--- config.mk ---
export PLATFORM = sky130hd
export DESIGN_NAME = host_cycle_decoder
export DESIGN_NICKNAME = d
export VERILOG_FILES = /design/src/rtl/hcd_pkg.sv /design/src/rtl/hcd_status_decode.sv /design/src/rtl/hcd_cycle_latch.sv /design/src/rtl/hcd_init_pulse.sv /design/src/rtl/hcd_io_select.sv /design/src/rtl/host_cycle_decoder.sv
export SDC_FILE = /design/constraint.sdc
export NUM_CORES = 1
export LEC_CHECK = 0
export ABC_AREA = 1
export CAP_MARGIN = 40
export CORE_MARGIN = 2
export CORE_UTILIZATION = 43
export DETAILED_ROUTE_END_ITERATION = 8
export MAX_ROUTING_LAYER = met4
export PLACE_DENSITY_LB_ADDON = 0.3
export SLEW_MARGIN = 20
export SYNTH_ARGS = -nofsm -noshare
export SYNTH_HDL_FRONTEND = slang
export SYNTH_HIERARCHICAL = 1
export SYNTH_SLANG_ARGS = --single-unit
--- constraint.sdc ---
create_clock -name clk -period 2.81 [get_ports clk]
set_input_delay 0.281 -clock clk [delete_from_list [all_inputs] [get_ports clk]]
set_output_delay 0.281 -clock clk [all_outputs]
set_load 0.05 [all_outputs]
--- src/rtl/hcd_pkg.sv ---
package hcd_pkg;

    localparam int NUM_CMD = 8;
    localparam int NUM_EVT = 6;
    localparam int BE_W    = 8;
    localparam int PORT_W  = 16;

    typedef enum logic [2:0] {
        ST_INTA  = 3'd0,
        ST_SPEC  = 3'd1,
        ST_IORD  = 3'd2,
        ST_IOWR  = 3'd3,
        ST_FETCH = 3'd4,
        ST_RSVD  = 3'd5,
        ST_MEMRD = 3'd6,
        ST_MEMWR = 3'd7
    } status_e;

    typedef struct packed {
        logic [NUM_CMD-1:0] cmd;
        logic [NUM_EVT-1:0] evt;
    } decode_t;

    // Second-level decode: exactly one low enable among the event lanes,
    // upper lanes idle; anything else yields no event.
    function automatic logic [NUM_EVT-1:0] spec_events(logic [BE_W-1:0] be_n);
        logic [NUM_EVT-1:0] act;
        act = ~be_n[NUM_EVT-1:0];
        if ($countones(act) == 1 && (&be_n[BE_W-1:NUM_EVT]))
            return act;
        return '0;
    endfunction

    function automatic decode_t decode_status(status_e st, logic [BE_W-1:0] be_n);
        decode_t d;
        d.cmd = '0;
        d.evt = '0;
        if (st == ST_SPEC) begin
            d.evt = spec_events(be_n);
            if (d.evt == '0)
                d.cmd[int'(ST_RSVD)] = 1'b1;
            else
                d.cmd[int'(ST_SPEC)] = 1'b1;
        end else begin
            d.cmd[int'(st)] = 1'b1;
        end
        return d;
    endfunction

endpackage

--- src/rtl/hcd_status_decode.sv ---
module hcd_status_decode
    import hcd_pkg::*;
(
    input  status_e              st,
    input  logic [BE_W-1:0]      be_n,
    output decode_t              dec
);
    always_comb begin
        dec = decode_status(st, be_n);
    end
endmodule

--- src/rtl/hcd_cycle_latch.sv ---
module hcd_cycle_latch
    import hcd_pkg::*;
(
    input  logic                 clk,
    input  logic                 rst,
    input  logic                 strobe_n,
    input  logic                 ready_n,
    input  status_e              st,
    input  decode_t              dec,
    input  logic [PORT_W-1:0]    port_in,
    output logic [NUM_CMD-1:0]   cmd_q,
    output logic [NUM_EVT-1:0]   evt_q,
    output logic [PORT_W-1:0]    port_q,
    output logic                 inta_2nd_q
);
    logic ack_half;

    always_ff @(posedge clk) begin
        if (rst) begin
            cmd_q      <= '0;
            evt_q      <= '0;
            port_q     <= '0;
            inta_2nd_q <= 1'b0;
            ack_half   <= 1'b0;
        end else begin
            evt_q <= '0;
            if (!strobe_n) begin
                cmd_q  <= dec.cmd;
                evt_q  <= dec.evt;
                port_q <= port_in;
                if (st == ST_INTA) begin
                    inta_2nd_q <= ack_half;
                    ack_half   <= ~ack_half;
                end else begin
                    inta_2nd_q <= 1'b0;
                    ack_half   <= 1'b0;
                end
            end else if (!ready_n) begin
                cmd_q      <= '0;
                inta_2nd_q <= 1'b0;
            end
        end
    end

    a_r2_onehot_cmd: assert property (@(posedge clk) disable iff (rst)
        $onehot0(cmd_q));

    a_r3_hold_wait: assert property (@(posedge clk) disable iff (rst)
        (strobe_n && ready_n) |=> $stable(cmd_q));

    a_r3_clear_ready: assert property (@(posedge clk) disable iff (rst)
        (strobe_n && !ready_n) |=> (cmd_q == '0));

    a_r4_evt_pulse: assert property (@(posedge clk) disable iff (rst)
        (evt_q != '0) |=> (evt_q == '0 || $past(!strobe_n)));

    a_r5_evt_needs_special: assert property (@(posedge clk) disable iff (rst)
        (evt_q != '0) |-> (cmd_q[int'(ST_SPEC)] && $onehot(evt_q)));

    a_r7_second_is_ack: assert property (@(posedge clk) disable iff (rst)
        inta_2nd_q |-> cmd_q[int'(ST_INTA)]);
endmodule

--- src/rtl/hcd_init_pulse.sv ---
module hcd_init_pulse #(
    parameter int INIT_CLKS = 4
) (
    input  logic clk,
    input  logic rst,
    input  logic trig,
    output logic init_req
);
    localparam int CW = $clog2(INIT_CLKS + 1);

    logic [CW-1:0] remain;

    always_ff @(posedge clk) begin
        if (rst)
            remain <= '0;
        else if (trig)
            remain <= CW'(INIT_CLKS);
        else if (remain != '0)
            remain <= remain - 1'b1;
    end

    assign init_req = (remain != '0);

    a_r6_trig_starts: assert property (@(posedge clk) disable iff (rst)
        trig |=> init_req);

    a_r6_rise_cause: assert property (@(posedge clk) disable iff (rst)
        $rose(init_req) |-> $past(trig));
endmodule

--- src/rtl/hcd_io_select.sv ---
module hcd_io_select
    import hcd_pkg::*;
#(
    parameter int                     NUM_CS  = 2,
    parameter logic [NUM_CS*16-1:0]   CS_BASE = {16'h0020, 16'h0040},
    parameter logic [NUM_CS*16-1:0]   CS_MASK = {16'hFFFE, 16'hFFFC}
) (
    input  logic                 io_active,
    input  logic [PORT_W-1:0]    port_q,
    output logic [NUM_CS-1:0]    cs
);
    for (genvar i = 0; i < NUM_CS; i++) begin : g_cs
        assign cs[i] = io_active &&
                       ((port_q & CS_MASK[i*16 +: 16]) == CS_BASE[i*16 +: 16]);
    end
endmodule

--- src/rtl/host_cycle_decoder.sv ---
module host_cycle_decoder
    import hcd_pkg::*;
#(
    parameter int                     INIT_CLKS = 4,
    parameter int                     NUM_CS    = 2,
    parameter logic [NUM_CS*16-1:0]   CS_BASE   = {16'h0020, 16'h0040},
    parameter logic [NUM_CS*16-1:0]   CS_MASK   = {16'hFFFE, 16'hFFFC}
) (
    input  logic                 clk,
    input  logic                 rst,
    input  logic                 addr_strobe_n,
    input  logic                 cyc_mem,
    input  logic                 cyc_data,
    input  logic                 cyc_write,
    input  logic [BE_W-1:0]      byte_en_n,
    input  logic [PORT_W-1:0]    io_port,
    input  logic                 rdy_n,
    output logic [NUM_CMD-1:0]   cmd,
    output logic [NUM_EVT-1:0]   spec_evt,
    output logic                 init_req,
    output logic                 inta_second,
    output logic [NUM_CS-1:0]    chip_sel
);
    status_e            st;
    decode_t            dec;
    logic [PORT_W-1:0]  port_q;
    logic               io_active;

    assign st = status_e'({cyc_mem, cyc_data, cyc_write});

    hcd_status_decode u_dec (
        .st   (st),
        .be_n (byte_en_n),
        .dec  (dec)
    );

    hcd_cycle_latch u_latch (
        .clk        (clk),
        .rst        (rst),
        .strobe_n   (addr_strobe_n),
        .ready_n    (rdy_n),
        .st         (st),
        .dec        (dec),
        .port_in    (io_port),
        .cmd_q      (cmd),
        .evt_q      (spec_evt),
        .port_q     (port_q),
        .inta_2nd_q (inta_second)
    );

    hcd_init_pulse #(.INIT_CLKS(INIT_CLKS)) u_init (
        .clk      (clk),
        .rst      (rst),
        .trig     (!addr_strobe_n && dec.evt[0]),
        .init_req (init_req)
    );

    assign io_active = cmd[int'(ST_IORD)] | cmd[int'(ST_IOWR)];

    hcd_io_select #(
        .NUM_CS  (NUM_CS),
        .CS_BASE (CS_BASE),
        .CS_MASK (CS_MASK)
    ) u_sel (
        .io_active (io_active),
        .port_q    (port_q),
        .cs        (chip_sel)
    );

    a_r8_cs_needs_io: assert property (@(posedge clk) disable iff (rst)
        (chip_sel != '0) |-> (cmd[2] || cmd[3]));

    a_r6_shutdown_init: assert property (@(posedge clk) disable iff (rst)
        spec_evt[0] |-> init_req);
endmodule

; ---- Yosys cells after proc, flatten, opt, wreduce, memory -nomap -nowiden
; Cells that the tools add are included.
[op_classes]
eq_ne = 5
n_addsub = 6
order_cmp = 2
reduce_logical = 14
n_mux = 23
bitwise = 4
[ops]
columns = cell, n
row1 = $add 32x32->32, 2
row2 = $eq 32x2->1 const B, 1
row3 = $mux 6, 3
row4 = $mux 8, 2
row5 = $eq 15x5->1 const B, 1
row6 = $eq 14x5->1 const B, 1
row7 = $mux 1, 13
row8 = $mux 3, 3
row9 = $add 1x1->2, 3
row10 = $logic_not 6->1, 1
row11 = $not 6->6, 1
row12 = $logic_and 1x1->1, 5
row13 = $lt 3x4->1 const B, 1
row14 = $reduce_or 2->1, 2
row15 = $demux 1 s3, 1
row16 = $eq 3x1->1 const B, 1
row17 = $ge 3x1->1 const B, 1
row18 = $logic_not 3->1, 1
row19 = $reduce_bool 3->1, 1
row20 = $reduce_or 3->1, 1
row21 = $sub 3x1->3 const B, 1
row22 = $mux 2, 1
row23 = $ne 2x2->1 const B, 1
row24 = $not 1->1, 2
row25 = 4 further kinds, 4
[totals]
input_bits = 31
reg_bits = 35
out_inout_bits = 18

; ---- Logic depth before layout (Yosys ltp)
[logic_depth]
word_depth = 14
ltp_mapped = 14

; ---- Cells and area by module
; Netlist, hierarchy kept.
[by_module_without_submodules]
columns = mod, n_inst, cells_per_inst, area_each_um2
row1 = hcd_cycle_latch, 1, 137, 1154.9
row2 = hcd_status_decode, 1, 43, 319.1
row3 = hcd_init_pulse, 1, 26, 175.2
row4 = hcd_io_select, 1, 33, 126.4
row5 = host_cycle_decoder, 1, 5, 21.3

; ---- Least setup slack after synthesis
; No wires, ideal clock.
[synth_timing]
kind = input -> register
from = input byte_en_n[0]
to = register u_init.remain[0]
arrival_ns = 2.672
required_ns = 2.697
path_slack_ns = 0.024
cell_stages = 13
path_cell_list = fa_1 -> inv_1 -> fa_1 -> ha_1 -> fa_1 -> inv_1 -> nand2_2 -> nor4_2 -> inv_1 -> nor2_2 -> nor2_1 -> o21ai_1 -> nor2_1
[synth_rtl]
columns = item, line
row1 = from (decl), host_cycle_decoder.sv:15  ; input logic [BE_W-1:0] byte_en_n,
row2 = to (signal assigned), hcd_init_pulse.sv:17  ; remain <= CW'(INIT_CLKS);
row3 = to (signal assigned), hcd_init_pulse.sv:19  ; remain <= remain - 1'b1;
row4 = to (decl), hcd_init_pulse.sv:11  ; logic [CW-1:0] remain;

==> results.cfg <==
[critical_path]
path_class = in2reg
slowest_stage = fa_1
path_cells = buf_8 > fa_1 > inv_2 > fa_1 > ha_2 > fa_1 > inv_1 > nand2_2 > nor4_4 > inv_1 > nor2_2 > nor2_1 > o21ai_1 > nor2_1
max_stage_delay_ns = 0.54
path_buf_inv = 4
rr_startpoint = u_init/remain[0]
cp.required_ns = 2.99
endpoint_kind = flop
cp-start-kind = input port
path_delay_family = adder cells
critPathMaxFanout = 3
cp_common_cell = fa_1
critPathLaunch = byte_en_n[0]
critPathArrivalTime_ns = 2.85

[floorplan]
core_um2 = 3970
io_pins = 49
dieArea_um2 = 4630
fp.dieH_um = 68.1
start_util_pct = 44.4
die_x_um = 68.1
num_rows = 23

[sta]
fin_skew_ns = 0.00358
slew_viol_final = 0
period_needed_ns = 2.67
worst_pin_slew_ns = 0.713
fmax_mhz = 374
tns_ns = 0
hold_viol_final = 0
slew_headroom_pct = 52.3
final-setup-viol-count = 0
fin_crit_sh_pct = 95.1
grt_setup_unrepaired = true

[finish]
layoutNonFillerInstCount = 350
fillers = 390
drive_gt1_share_pct = 17.3
antennaDiodeCount = 0
final_util_pct = 60.9
syn_to_final_growth_pct = 37.2
multi_input_area_um2 = 836
regArea_um2 = 681
nNetsFinal = 337
design_area_um2 = 2420

[logic_synthesis]
synth_area_per_cell_um2 = 7.35
synth_area_um2 = 1760
synth_fp_nets = 278
yosys_warnings = 6
synth_cells = 240

[place]
hpwl_um = 2680
numPortBuffers = 47
gp_congestion = 0.835
placed_cells = 341
place_area_um2 = 2310

[clocking]
numCtsBuffers = 5
clk_pin_slew_ns = 0.07
root_buffer = clkbuf_8
cts.path.max_buffers = 2
htreeDepth = 2
cts_sinks = 34
cts_tree = done
clkLatencyLatePin_ns = 0.28
cts_hold_buf = 0

[grt]
grt_pass1_wl_um = 6140
antenna_found_initial = 0
grt.overflow.total = 0
grtUsageTotal_pct = 18.0
grt_max_degree = 26
grt_pass1_vias = 1428

[min_path]
hp-start = byte_en_n[1]
min_path_type = in2reg

[power_and_ir_drop]
total_power_w = 0.00126
power_leakage_nw = 1.01
ir_drop_mv = 0.404
powerDensity_nw_per_um2 = 520

[detailed_routing]
antenna_left = 0
drc = 0
drt_iter0_drc = 74
wl_per_cell_um = 10.3
wirelength_um = 3610
num_vias = 1586
first_pass_iters = 4
vias_per_cell = 4.53

[run_status]
status = complete, no violations

[job]
cap_violations = 0
==> flip-flops by register name, summed over array words and instances, names as in the netlist <==
name                flops
u_latch/port_q         15
u_latch/cmd_q           8
u_latch/evt_q           6
u_init/remain           3
u_latch/ack_half        1
u_latch/inta_2nd_q      1
==> path summary, 6_finish.rpt <==
check,end,slack (ns),depth (start not counted)
worst min register to register,u_latch/cmd_q[0],0.46,2
worst max-delay path,u_init/remain[0],0.14,14
worst max register to register,u_init/remain[2],1.58,7
worst min-delay path,u_latch/evt_q[1],0.37,5
==> where the power goes <==
part           internal [W]  total [W]  switching, W
clock network      0.000197   0.000363      0.000165
logic              0.000147   0.000364      0.000217
registers          0.000515   0.000532     0.0000168
total              0.000860    0.00126      0.000399
==> routing by layer <==
layer | GRT usage [%] | up-vias | routed length, um
met5 | - | - | 0
met4 | 6.50 | 0 | 60
met3 | 5.10 | 7 | 179
met2 | 29.7 | 34 | 1700
met1 | 21.0 | 702 | 1670
li1 | - | 843 | -
==> layout by cell type, fill, tap and decap left out, types with 4 or more instances in the layout <==
| cell | n |
|---|---|
| a21oi_1 | 6 |
| a21oi_2 | 5 |
| buf_4 | 11 |
| clkbuf_8 | 6 |
| clkdlybuf4s50_1 | 44 |
| dfxtp_1 | 34 |
| inv_1 | 44 |
| inv_2 | 5 |
| nand2_1 | 32 |
| nand2_2 | 6 |
| nand3_1 | 4 |
| nor2_1 | 50 |
| nor3_1 | 6 |
| nor4_2 | 5 |
| o21ai_0 | 14 |
| o21ai_1 | 6 |
==> per-stage QoR <==
step / setup WS (ns) / hold WS [ns]
floorplan: 0.0244 / 0.353
global placement: -0.436 / 0.452
detailed placement: -0.527 / 0.455
CTS: 0.0317 / 0.465
global route: -0.00940 / 0.415
finish: 0.137 / 0.373
==> cell type report <==
cell class	instances	area share, %
Inverter	51	8.32
Multi-Input combinational cell	149	34.5
Tap cell	50	2.59
Sequential cell	34	28.1
Timing Repair Buffer	58	22.6
Clock inverter	1	0.207
Clock buffer	7	3.57
==> repair_timing <==
item / in CTS / in global routing
setup buffers: 1 / 0
setup endpoints to repair: 10 / 8
resized for setup: 6 / 10
pin swaps: 3 / 7
==> worst register-to-register path: stages (launching register included) <==
cell and delay, ns:
dfxtp_1 0.34, inv_1 0.06, ha_1 0.21, ha_1 0.25, nand2_1 0.08, nand2_1 0.04
nor2_1 0.09, nor2_1 0.05
(Power assumes the default switching activity.)
